## src/rtl/gpio_pair_pkg.sv

```systemverilog
package gpio_pair_pkg;
  localparam int unsigned PINS_PER_BANK = 16;
  localparam int unsigned BANKS_PER_REG = 2;
  localparam int unsigned REG_W         = PINS_PER_BANK * BANKS_PER_REG;

  typedef enum logic [2:0] {
    SEL_DIR = 3'd0,
    SEL_OUT = 3'd1,
    SEL_SET = 3'd2,
    SEL_CLR = 3'd3,
    SEL_IN  = 3'd4
  } reg_sel_e;

  localparam int unsigned LAST_WORD = 4;
endpackage

```

## src/rtl/gpio_bus_decode.sv

```systemverilog
module gpio_bus_decode
  import gpio_pair_pkg::*;
#(
  parameter int unsigned ADDR_W = 5
) (
  input  logic [ADDR_W-1:0] addr,
  input  logic              we,
  output logic              wr_dir,
  output logic              wr_out,
  output logic              wr_set,
  output logic              wr_clr,
  output logic              rd_hit,
  output reg_sel_e          rd_sel
);
  localparam int unsigned IDX_W = ADDR_W - 2;

  logic [IDX_W-1:0] idx;
  logic [1:0]       unused_byte_lane;

  assign idx              = addr[ADDR_W-1:2];
  assign unused_byte_lane = addr[1:0];

  always_comb begin
    rd_hit = (idx <= IDX_W'(LAST_WORD));
    rd_sel = SEL_DIR;
    if (rd_hit) rd_sel = reg_sel_e'(idx[2:0]);
  end

  assign wr_dir = we && rd_hit && (rd_sel == SEL_DIR);
  assign wr_out = we && rd_hit && (rd_sel == SEL_OUT);
  assign wr_set = we && rd_hit && (rd_sel == SEL_SET);
  assign wr_clr = we && rd_hit && (rd_sel == SEL_CLR);
endmodule

```

## src/rtl/gpio_out_latch.sv

```systemverilog
module gpio_out_latch #(
  parameter int unsigned W = 32
) (
  input  logic         clk,
  input  logic         rst_n,
  input  logic         wr_dir,
  input  logic         wr_out,
  input  logic         wr_set,
  input  logic         wr_clr,
  input  logic [W-1:0] wdata,
  output logic [W-1:0] dir_q,
  output logic [W-1:0] lat_q
);
  logic [W-1:0] set_mask;
  logic [W-1:0] clr_mask;
  logic [W-1:0] lat_d;

  assign set_mask = wr_set ? wdata : '0;
  assign clr_mask = wr_clr ? wdata : '0;

  // Clear is applied after set, so a clash on one bit ends low.
  always_comb begin
    if (wr_out) lat_d = wdata;
    else        lat_d = (lat_q | set_mask) & ~clr_mask;
  end

  always_ff @(posedge clk) begin
    if (!rst_n) begin
      dir_q <= '1;
      lat_q <= '0;
    end else begin
      if (wr_dir) dir_q <= wdata;
      lat_q <= lat_d;
    end
  end

  a_r2_dir_only_by_write: assert property (@(posedge clk) disable iff (!rst_n)
    !wr_dir |=> $stable(dir_q));
  a_r3_direct_replace: assert property (@(posedge clk) disable iff (!rst_n)
    wr_out |=> (lat_q == $past(wdata)));
  a_r4_set_high: assert property (@(posedge clk) disable iff (!rst_n)
    wr_set |=> (((lat_q & $past(wdata)) == $past(wdata)) &&
                ((lat_q & ~$past(wdata)) == ($past(lat_q) & ~$past(wdata)))));
  a_r5_clear_low: assert property (@(posedge clk) disable iff (!rst_n)
    wr_clr |=> (((lat_q & $past(wdata)) == '0) &&
                ((lat_q & ~$past(wdata)) == ($past(lat_q) & ~$past(wdata)))));
endmodule

```

## src/rtl/gpio_in_sync.sv

```systemverilog
module gpio_in_sync #(
  parameter int unsigned W      = 32,
  parameter int unsigned STAGES = 2
) (
  input  logic         clk,
  input  logic         rst_n,
  input  logic [W-1:0] pin_in,
  output logic [W-1:0] level_q
);
  logic [W-1:0] stage_q [STAGES];

  always_ff @(posedge clk) begin
    if (!rst_n) stage_q[0] <= '0;
    else        stage_q[0] <= pin_in;
  end

  for (genvar s = 1; s < STAGES; s++) begin : g_stage
    always_ff @(posedge clk) begin
      if (!rst_n) stage_q[s] <= '0;
      else        stage_q[s] <= stage_q[s-1];
    end
  end

  assign level_q = stage_q[STAGES-1];
endmodule

```

## src/rtl/gpio_pair_regfile.sv

```systemverilog
module gpio_pair_regfile
  import gpio_pair_pkg::*;
#(
  parameter int unsigned ADDR_W      = 5,
  parameter int unsigned SYNC_STAGES = 2
) (
  input  logic              clk,
  input  logic              rst_n,
  input  logic [ADDR_W-1:0] bus_addr,
  input  logic              bus_we,
  input  logic [REG_W-1:0]  bus_wdata,
  output logic [REG_W-1:0]  bus_rdata,
  input  logic [REG_W-1:0]  pin_in,
  output logic [REG_W-1:0]  pin_out,
  output logic [REG_W-1:0]  pin_oe
);
  logic             wr_dir, wr_out, wr_set, wr_clr, rd_hit;
  reg_sel_e         rd_sel;
  logic [REG_W-1:0] dir_q, lat_q, level_q, rd_mux;

  gpio_bus_decode #(.ADDR_W(ADDR_W)) u_decode (
    .addr   (bus_addr),
    .we     (bus_we),
    .wr_dir (wr_dir),
    .wr_out (wr_out),
    .wr_set (wr_set),
    .wr_clr (wr_clr),
    .rd_hit (rd_hit),
    .rd_sel (rd_sel)
  );

  gpio_out_latch #(.W(REG_W)) u_latch (
    .clk    (clk),
    .rst_n  (rst_n),
    .wr_dir (wr_dir),
    .wr_out (wr_out),
    .wr_set (wr_set),
    .wr_clr (wr_clr),
    .wdata  (bus_wdata),
    .dir_q  (dir_q),
    .lat_q  (lat_q)
  );

  gpio_in_sync #(.W(REG_W), .STAGES(SYNC_STAGES)) u_sync (
    .clk     (clk),
    .rst_n   (rst_n),
    .pin_in  (pin_in),
    .level_q (level_q)
  );

  assign pin_oe  = ~dir_q;
  assign pin_out = lat_q & ~dir_q;

  always_comb begin
    rd_mux = '0;
    if (rd_hit) begin
      unique case (rd_sel)
        SEL_DIR:                   rd_mux = dir_q;
        SEL_OUT, SEL_SET, SEL_CLR: rd_mux = lat_q;
        SEL_IN:                    rd_mux = level_q;
        default:                   rd_mux = '0;
      endcase
    end
  end

  always_ff @(posedge clk) begin
    if (!rst_n) bus_rdata <= '0;
    else        bus_rdata <= rd_mux;
  end

  a_r10_ignored_write: assert property (@(posedge clk) disable iff (!rst_n)
    (bus_we && (bus_addr[ADDR_W-1:2] >= (ADDR_W-2)'(LAST_WORD)))
    |=> ($stable(lat_q) && $stable(dir_q)));
  a_r7_no_drive_on_input: assert property (@(posedge clk) disable iff (!rst_n)
    $fell(pin_oe[0]) |-> !pin_out[0]);
  a_r9_read_old_latch: assert property (@(posedge clk) disable iff (!rst_n)
    (rd_hit && rd_sel == SEL_OUT) |=> (bus_rdata == $past(lat_q)));
endmodule

```

## config.mk

```make
export PLATFORM = sky130hd
export DESIGN_NAME = gpio_pair_regfile
export DESIGN_NICKNAME = d
export VERILOG_FILES = /design/src/rtl/gpio_pair_pkg.sv /design/src/rtl/gpio_bus_decode.sv /design/src/rtl/gpio_out_latch.sv /design/src/rtl/gpio_in_sync.sv /design/src/rtl/gpio_pair_regfile.sv
export SDC_FILE = /design/constraint.sdc
export NUM_CORES = 1
export LEC_CHECK = 0
export ABC_AREA = 1
export ABC_CLOCK_PERIOD_IN_PS = 1300
export BUFFER_PORTS_ARGS = -buffer_cell sky130_fd_sc_hd__buf_4
export CAP_MARGIN = 20
export CORE_MARGIN = 1.5
export CORE_UTILIZATION = 35
export CTS_CLUSTER_SIZE = 10
export DETAILED_ROUTE_END_ITERATION = 10
export PLACE_DENSITY_LB_ADDON = 0.05
export SYNTH_ARGS = -nofsm -noshare
export SYNTH_HDL_FRONTEND = slang
export SYNTH_SLANG_ARGS = --single-unit
```

## constraint.sdc

```tcl
create_clock -name clk -period 1.3 [get_ports clk]
set_input_delay 0.13 -clock clk [delete_from_list [all_inputs] [get_ports clk]]
set_output_delay 0.13 -clock clk [all_outputs]
set_load 0.05 [all_outputs]
```

==> metrics.yaml, run 1 <==
status: "finished, final reports clean"
grt_use_total: 0.211
synth-seq-area-share: 0.448
grt-ovfl-total: 0
skew_ns: 0.00705
drt_wl_total_um: 22000
fillers: 2055
grt_pass1_vias: 6488
diodes: 0
top_layer: "met4"
max_freq_ghz: 0.789
end_kind: "primary output"
start_util: 0.355
core-area_um2: 20200
die_w_um: 146
h-tree-depth: 4
irDropWorstVdd_uv: 979
power_w: 0.0119
ant_nets: 0
timing.rr.end: "bus_rdata[20]"
root_buffer: "clkbuf_16"
worstSetupPathType: "reg2out"
avgSynthCellArea_um2: 6.85
start_kind: "register"
dp_hpwl_um: 15000
grt_max_degree: 46
fin_util: 0.505
synth-seq-cells: 160
period_minus_slack_ns: 1.27
finalHoldViolCount: 0
route.vias.total: 7125
wl_met1_um: 10100
dieArea_um2: 21300
setup_viol: 0
cp.arrival_ns: 1.14
wl_per_cell_um: 14.3
clock_path_buffers: 2
io_buffers: 165
seqCellArea_um2: 3240
holdPathEnd: "u_latch.dir_q[28]"
netlist_area_um2: 7160
p_leak_nw: 5.67
final_cells: 1546
maxCapViolCount: 0
hold_slack_ns: 0.0211
die_height_um: 146
power_density_nw_per_um2: 1170
num_rows: 52
crit_path_max_fanout: 3
io_pins: 168
rr_startpoint: "u_latch.lat_q[20]"
dr_wl_met3_um: 1180
clk_pin_slew_worst_paths_ns: 0.07
drt_first_pass_iters: 6
nNetsFinal: 1336
cts_buffers: 17
place_congestion: 0.769
cts_tree: "built"
via_per_inst: 4.61
min_path_type: "in2reg"
grt_pass1_wl_um: 35200
rrSetupSlack_ns: 0.53
relSlewSlack: 0.558
syn-num-nets: 1117
drc: 0
multiInputGateArea_um2: 2780
cts.sinks: 160
drt_iter0_drc: 387
cp.required_ns: 1.17
holdPathStages: 3
synthDistinctLibCells: 21
antenna_found_initial: 0
post-route-period-util: 0.975
hold_start: "bus_wdata[28]"
slew_viol_final: 0
yosys_warnings: 0
worstMarginPinSlew_ns: 0.662
r2r.worst_path.cells: 4
layout-area-overhead-vs-synth_pct: 42.4
dp_cells: 1455
insertion_delay_ns: 0.43
syn_inst: 1045
met2_wirelength_um: 10400
drive_gt1_frac: 0.234
cell type report:
type                            count  area share
Clock inverter                     13      0.0103
Multi-Input combinational cell    583       0.273
Clock buffer                       18      0.0431
Tap cell                          270      0.0332
Sequential cell                   160       0.318
Inverter                          234      0.0865
Timing Repair Buffer              268       0.236
critical path, stage by stage (launching register included):
cell and delay (ns):
dfxtp_2 0.33, inv_1 0.05, nor2_2 0.15, buf_6 0.18
routing by layer:
layer,vias up,global-route usage
li1,3632,-
met1,3263,0.285
met2,203,0.340
met3,27,0.0376
met4,0,0.0712
met5,-,0
cells in the mapped netlist (all sizes together):
library cell	number	area share
nor2	36	0.022
o211ai	4	0.0042
inv	234	0.12
nand2	257	0.14
o21ai	1	0.00070
clkbuf	16	0.0084
buf	52	0.042
nand4	32	0.028
a21oi	32	0.022
dfxtp	160	0.45
nand3b	28	0.029
nand3	193	0.14
cell families after synthesis:
logic type	synth area share
buffers and inverters	0.173
AO/OA/AOI/OAI	0.0273
AND/OR/NAND/NOR	0.352
flip-flops	0.448
sequential cells by signal (all words and copies together) (netlist names):
| register | cells |
|---|---|
| u_sync.stage_q | 64 |
| u_latch.dir_q | 32 |
| bus_rdata | 32 |
| u_latch.lat_q | 32 |
power breakdown:
part	switching, W	internal, W
combinational	0.00120	0.000764
clock	0.00218	0.00251
sequential	0.000133	0.00516
stage by stage:
| stage | cell area (um^2) | setup slack (ns) | TNS (ns) |
|---|---|---|---|
| after CTS | 10100 | -0.0154 | -0.0154 |
| after detailed placement | 8850 | -0.0329 | -0.386 |
| after global routing | 10200 | -0.00263 | -0.00263 |
| final | 10200 | 0.0328 | 0 |
| after global placement | 8850 | 0.00774 | 0 |
| after floorplan | 7160 | 0.164 | 0 |
what timing repair did:
action,4_1_cts,5_1_grt
endpoints found under the hold margin,60,0
pin swaps,0,1
resized for setup,32,44
gates cloned,0,0
hold buffers,60,0
setup endpoints to repair,16,22
setup buffers,0,0
how the worst max path moves through the flow:
stage                              endpoint  cells past startpoint              start  slack, ns
after floorplan                  pin_out[0]                      2   u_latch.lat_q[0]       0.16
after global placement    u_latch.dir_q[31]                      6        bus_addr[3]      0.008
after detailed placement  u_latch.dir_q[14]                      6        bus_addr[3]      -0.03
after CTS                       pin_out[21]                      3  u_latch.lat_q[21]      -0.02
after global routing             pin_out[9]                      2   u_latch.dir_q[9]     -0.003
final                           pin_out[21]                      3  u_latch.lat_q[21]       0.03
placed cells by master (no fill, tap or decap), types with 17 or more instances in the layout:
cell type	Yosys	routed
nor2_1	32	17
clkbuf_16	0	17
buf_6	4	31
dlygate4sd3_1	0	60
nand4_1	32	32
inv_1	229	229
dfxtp_1	160	130
buf_4	9	167
nand3b_1	28	28
nand3_1	192	192
nand2_1	255	253
dfxtp_2	0	30
a21oi_1	32	32
No activity file was read; power rests on OpenSTA's default activity.
==> run 2: changes to the inputs <==
--- a/config.mk
+++ b/config.mk
@@ -6,13 +6,14 @@
 export NUM_CORES = 1
 export LEC_CHECK = 0
 export ABC_AREA = 1
-export ABC_CLOCK_PERIOD_IN_PS = 1300
+export ABC_CLOCK_PERIOD_IN_PS = 1050
 export BUFFER_PORTS_ARGS = -buffer_cell sky130_fd_sc_hd__buf_4
 export CAP_MARGIN = 20
 export CORE_MARGIN = 1.5
 export CORE_UTILIZATION = 35
 export CTS_CLUSTER_SIZE = 10
 export DETAILED_ROUTE_END_ITERATION = 10
+export MAX_ROUTING_LAYER = met4
 export PLACE_DENSITY_LB_ADDON = 0.05
 export SYNTH_ARGS = -nofsm -noshare
 export SYNTH_HDL_FRONTEND = slang
==> constraint.sdc (replaced) <==
create_clock -name clk -period 1.05 [get_ports clk]
set_input_delay 0.105 -clock clk [delete_from_list [all_inputs] [get_ports clk]]
set_output_delay 0.105 -clock clk [all_outputs]
set_load 0.05 [all_outputs]
==> run 2 against run 1 <==
Highest routed layer unchanged. The flow now finishes with violations (setup timing). Critical path type unchanged. Setup slack got worse by 0.18 ns. Clock skew fell by 0.0012 ns. Global-route usage rose by 2.0 points. Cell count rose by 4.7%.
==> metrics.yaml, run 2 (synthesis results as in run 1) <==
status: "complete, but fails checks"  # was finished, final reports clean
violations: "setup timing"
skew_ns: 0.00583  # was 0.00705 ns
worstMarginPinSlew_ns: 0.294  # was 0.662 ns
multiInputGateArea_um2: 2920  # was 2780 um^2
seqCellArea_um2: 3360  # was 3240 um^2
grt_use_total: 0.231  # was 0.211
grt_busiest_layer: "met2"  # unchanged
layout-area-overhead-vs-synth_pct: 63.6  # was 42.4%
p_sw_frac: 0.272  # was 0.294
slew_viol_final: 0  # unchanged
min_path_type: "in2reg"  # unchanged
cp_slowest_stage_delay_ns: 0.37  # was 0.33 ns
hold_slack_ns: 0.00826  # was 0.0211 ns
drt_iter0_drc: 449  # was 387
largest_register_ffs: 64  # unchanged
num_rows: 52  # unchanged
top_register: "u_sync.stage_q"  # unchanged
start_util: 0.355  # unchanged
dp_hpwl_um: 15300  # was 15000 um
drt_wl_total_um: 23700  # was 22000 um
p_leak_nw: 6.19  # was 5.67 nW
maxCapViolCount: 0  # unchanged
drive_gt1_frac: 0.374  # was 0.234
place_congestion: 0.803  # was 0.769
dpl-instance-area_um2: 9230  # was 8850 um^2
fin_util: 0.580  # was 0.505
insertion_delay_ns: 0.44  # was 0.43 ns
ant_nets: 0  # unchanged
die_w_um: 146  # unchanged
io_pins: 168  # unchanged
power_w: 0.0163  # was 0.0119 W
clock_path_buffers: 2  # unchanged
dieArea_um2: 21300  # unchanged
final_common_cell: "nand2_1"  # unchanged
clk_pin_slew_worst_paths_ns: 0.07  # about the same
irDropWorstVdd_uv: 1000  # was 979 uV
wl_per_cell_um: 14.7  # was 14.3 um
antenna_found_initial: 0  # unchanged
pwr-share-seq: 0.402  # was 0.443
layout_setup_ws_ns: -0.147  # was 0.0328 ns
crit_path_max_fanout: 3  # unchanged
final_area_um2: 11700  # was 10200 um^2
p_clk_frac: 0.420  # was 0.393
core-area_um2: 20200  # unchanged
p_comb_frac: 0.179  # was 0.164
use_met3: 0.0404  # was 0.0376
drt_first_pass_iters: 7  # was 6
h-tree-depth: 4  # unchanged
worstSetupPathType: "reg2out"  # unchanged
power.switching_w: 0.00445  # was 0.00351 W
met1_usage: 0.289  # was 0.285
place_ws_ns: -0.106  # was -0.0329 ns
period_minus_slack_ns: 1.20
finalHoldViolCount: 0  # unchanged
grt_max_degree: 53  # was 46
relSlewSlack: 0.804  # was 0.558
grt_pass1_wl_um: 37700  # was 35200 um
post-route-period-util: 1.14
end_kind: "primary output"  # unchanged
cts.sinks: 160  # unchanged
io_buffers: 165  # unchanged
slowest_stage: "dfxtp_4"  # was dfxtp_2
start_kind: "register"  # unchanged
die_height_um: 146  # unchanged
grt_pass1_vias: 7097  # was 6488
root_buffer: "clkbuf_16"  # unchanged
via_per_inst: 4.62  # was 4.61
diodes: 0  # unchanged
cts_buffers: 17  # unchanged
use_met2: 0.384  # was 0.340
cp.required_ns: 0.94  # was 1.17 ns
fillers: 1931  # was 2055
path_cells: "nor2_4 -> buf_8"  # was inv_1 -> nor2_2 -> buf_6
final_cell_mix: "nand2_1 (253), nand3_1 (191), inv_1 (167), buf_4 (149), buf_6 (75)"  # was nand2_1 (253), inv_1 (229), nand3_1 (192), buf_4 (167), dfxtp_1 (130)
route.vias.total: 7483  # was 7125
power_density_nw_per_um2: 1400  # was 1170 nW/um^2
grt-ovfl-total: 0  # unchanged
cp.arrival_ns: 1.09  # was 1.14 ns
rsz0062_at_grt: "true"
internal_power_w: 0.0119  # was 0.00844 W
drc: 0  # unchanged
max_freq_ghz: 0.835
cts_tree: "built"  # unchanged
nNetsFinal: 1409  # was 1336
setup_viol: 64  # was 0
[run 2: timing repair]
action / CTS / global route
hold endpoints to repair: 63 / 0
hold buffers: 64 / 0
endpoints found under the setup margin: 82 / 104
setup buffers: 53 / 7
gates cloned: 0 / 1
resized for setup: 248 / 63
pin swaps: 5 / 6
[run 2: critical path, delay by kind of cell (launching register included)]
kind / cells / cell delay [ns]
flops: 1 / 0.37
simple gates: 1 / 0.14
buf+inv: 1 / 0.16
[run 2: final timing paths]
| path | startpoint | endpoint | slack (ns) | cells after the start |
|---|---|---|---|---|
| setup / recovery | u_latch.dir_q[31] | pin_out[31] | -0.15 | 2 |
| hold / removal | bus_wdata[29] | u_latch.dir_q[29] | 0.008 | 3 |
| setup reg to reg | u_latch.lat_q[29] | bus_rdata[29] | 0.05 | 7 |
| hold reg to reg | u_sync.stage_q[0][28] | u_sync.stage_q[1][28] | 0.41 | 2 |
[run 2: power by group through the flow]
stage / clock network [W] / registers, W / logic, W
after floorplan: 0 / 0.00693 / 0.00108
after global placement: 0 / 0.00669 / 0.00238
after detailed placement: 0 / 0.00668 / 0.00239
after CTS: 0.00697 / 0.00655 / 0.00283
after global routing: 0.00725 / 0.00660 / 0.00314
final: 0.00686 / 0.00657 / 0.00292
[run 2: layout make-up]
type / instances / area share
well taps: 270 / 0.0289
repair buffers: 341 / 0.304
clock inverters: 13 / 0.0180
multi-input cells: 583 / 0.250
clock buffers: 18 / 0.0367
inverters: 234 / 0.0755
flip-flops and latches: 160 / 0.287
[run 2: metal layers]
layer / vias up / wire (um)
met4: 0 / 293
met5: - / 0
met3: 23 / 1080
li1: 3776 / -
met1: 3478 / 10600
met2: 206 / 11800
[run 2: through the flow]
| stage | setup TNS [ns] | instances |
|---|---|---|
| after floorplan | 0 | 1045 |
| after global placement | -4.90 | 1463 |
| after detailed placement | -5.79 | 1463 |
| after CTS | -5.42 | 1611 |
| after global routing | -7.06 | 1619 |
| final | -4.98 | 1619 |
==> run 3: changes to the inputs <==
--- a/config.mk
+++ b/config.mk
@@ -10,7 +10,7 @@
 export BUFFER_PORTS_ARGS = -buffer_cell sky130_fd_sc_hd__buf_4
 export CAP_MARGIN = 20
 export CORE_MARGIN = 1.5
-export CORE_UTILIZATION = 35
+export CORE_UTILIZATION = 40
 export CTS_CLUSTER_SIZE = 10
 export DETAILED_ROUTE_END_ITERATION = 10
 export MAX_ROUTING_LAYER = met4
==> run 3 against run 2 <==
Core utilization up 8.5 points. The run still ends with setup timing left. First-iteration DRC count up 14%. Global-route usage increased by 2.6 points. Combinational power fell by 2%. Sequential power is essentially flat. Count of clock-buffer cells in the layout rose by 4. Final area down 0.98%. Hold slack gained 0.0078 ns. Highest routed layer unchanged. Total power down 2.4%. Clock skew hardly changed. Critical path depth grew 1. Maximum frequency is 2.4% higher.
==> metrics.yaml, run 3 (synthesis results as in run 1) <==
status: "complete, but fails checks"  # unchanged
violations: "setup timing"  # unchanged
diodes: 0  # unchanged
clock_path_buffers: 2  # unchanged
io_pins: 168  # unchanged
dieArea_um2: 18700  # was 21300 um^2
final_common_cell: "nand2_1"  # unchanged
num_rows: 48  # was 52
die_height_um: 137  # was 146 um
grt_pass1_vias: 7109  # was 7097
cts.sinks: 160  # unchanged
root_buffer: "clkbuf_16"  # unchanged
layout-area-overhead-vs-synth_pct: 62.0  # was 63.6%
grt_max_degree: 48  # was 53
cp_num_buf_inv: 2  # was 1
grt_use_total: 0.257  # was 0.231
largest_register_ffs: 64  # unchanged
place_congestion: 0.821  # was 0.803
path_cells: "inv_2 -> nor2_2 -> buf_6"  # was nor2_4 -> buf_8
drive_gt1_frac: 0.364  # was 0.374
slowest_stage: "dfxtp_2"  # was dfxtp_4
antenna_found_initial: 0  # unchanged
crit_family: "flip-flops"  # unchanged
timing.rr.end: "u_latch.lat_q[29]"  # was bus_rdata[29]
clk_pin_slew_worst_paths_ns: 0.06  # was 0.07 ns
rr_startpoint: "u_latch.lat_q[29]"  # unchanged
max_freq_ghz: 0.855  # was 0.835 GHz
relSlewSlack: 0.804  # about the same
drc: 0  # unchanged
drt_first_pass_iters: 7  # unchanged
holdPathEnd: "u_latch.dir_q[27]"  # was u_latch.dir_q[29]
seqCellArea_um2: 3350  # was 3360 um^2
cts_buffers: 17  # unchanged
fin_util: 0.665  # was 0.580
core-area_um2: 17400  # was 20200 um^2
worstSetupPathType: "reg2out"  # unchanged
start_kind: "register"  # unchanged
period_minus_slack_ns: 1.17  # was 1.20 ns
cts_tree: "built"  # unchanged
place_ws_ns: -0.0893  # was -0.106 ns
via_per_inst: 4.78  # was 4.62
cp_slowest_stage_delay_ns: 0.36  # was 0.37 ns
post-route-period-util: 1.11  # was 1.14
fillers: 1514  # was 1931
ant_nets: 0  # unchanged
grt_pass1_wl_um: 36100  # was 37700 um
wl_per_cell_um: 14.4  # was 14.7 um
dp_hpwl_um: 14800  # was 15300 um
grt-ovfl-total: 0  # unchanged
power_density_nw_per_um2: 1380  # was 1400 nW/um^2
r2r.worst_path.cells: 7  # unchanged
min_path_type: "in2reg"  # unchanged
start_util: 0.411  # was 0.355
finalHoldViolCount: 0  # unchanged
h-tree-depth: 4  # unchanged
drt_wl_total_um: 22700  # was 23700 um
maxCapViolCount: 0  # unchanged
die_w_um: 137  # was 146 um
route.vias.total: 7540  # was 7483
holdPathStages: 3  # unchanged
top_register: "u_sync.stage_q"  # unchanged
crit_path_max_fanout: 3  # unchanged
p_leak_nw: 6.17  # was 6.19 nW
worstMarginPinSlew_ns: 0.295  # was 0.294 ns
hold_start: "bus_wdata[27]"  # was bus_wdata[29]
end_kind: "primary output"  # unchanged
cp.arrival_ns: 1.06  # was 1.09 ns
multiInputGateArea_um2: 2930  # was 2920 um^2
rrSetupSlack_ns: 0.05  # about the same
rsz0062_at_grt: "true"  # unchanged
skew_ns: 0.00631  # was 0.00583 ns
slew_viol_final: 0  # unchanged
irDropWorstVdd_uv: 1230  # was 1000 uV
setup_viol: 63  # was 64
nNetsFinal: 1413  # was 1409
drt_iter0_drc: 512  # was 449
layout_setup_ws_ns: -0.119  # was -0.147 ns
io_buffers: 165  # unchanged
final_cell_mix: "nand2_1 (255), nand3_1 (191), inv_1 (167), buf_4 (166), dfxtp_1 (86)"  # was nand2_1 (253), nand3_1 (191), inv_1 (167), buf_4 (149), buf_6 (75)
insertion_delay_ns: 0.42  # was 0.44 ns
cp.required_ns: 0.94  # about the same
## run 3: cell types whose count changed in the layout (fill, tap and decap cells not counted), sizes merged
cell	before	now
buf	276	282
dlygate4sd3	64	63
clkbuf	19	22
inv	237	234
bufinv	5	4
## run 3: repair_timing
item / in CTS / in global routing
buffers inserted: 55 / 7
endpoints found under the setup margin: 75 / 85
hold buffers: 63 / 0
endpoints found under the hold margin: 63 / 0
gates cloned: 0 / 0
pin swaps: 4 / 5
gates resized for setup: 239 / 69
## run 3: how the worst max path moves through the flow
stage	depth (start not counted)	startpoint	slack (ns)	end
after floorplan	8	bus_addr[4]	0.02	u_latch.lat_q[21]
after global placement	8	bus_addr[3]	-0.06	u_latch.dir_q[18]
after detailed placement	8	bus_addr[3]	-0.09	u_latch.dir_q[9]
after CTS	3	u_latch.lat_q[21]	-0.14	pin_out[21]
after global routing	3	u_latch.lat_q[26]	-0.17	pin_out[26]
final	3	u_latch.lat_q[10]	-0.12	pin_out[10]
## run 3: power by group
part           leakage [nW]  internal [W]  total (W)  switching (W)
clock                 0.296       0.00410    0.00655        0.00245
combinational          4.54       0.00126    0.00286        0.00160
sequential             1.33       0.00637    0.00656       0.000194
total                  6.17        0.0117     0.0160        0.00424
## run 3: worst reg2reg max path: cells and delay by family, from the launching register on
family / cells / cell delay (ns)
simple gates: 3 / 0.17
flops: 1 / 0.33
buf+inv: 4 / 0.40
## run 3: per-stage QoR
step / area [um^2] / TNS [ns] / power [W] / std cells / hold WS, ns
detailed placement: 9140 / -3.50 / 0.00902 / 1422 / 0.288
CTS: 11300 / -5.03 / 0.0159 / 1571 / 0.00234
global placement: 9140 / -2.32 / 0.00901 / 1422 / 0.287
global route: 11600 / -6.46 / 0.0166 / 1578 / 0.0329
floorplan: 7240 / 0 / 0.00802 / 1045 / 0.203
finish: 11600 / -4.15 / 0.0160 / 1578 / 0.0160
## run 3: per-layer routing
metal,wire length [um],GRT usage
met1,9550,0.311
met4,412,0.0887
met3,1220,0.0415
met5,0,-
met2,11500,0.434
## run 3: layout make-up
class | count | share of cell area
Inverter | 234 | 0.0766
Sequential cell | 160 | 0.289
Clock buffer | 22 | 0.0401
Multi-Input combinational cell | 583 | 0.253
Timing Repair Buffer | 345 | 0.303
Clock inverter | 9 | 0.0136
Tap cell | 225 | 0.0243
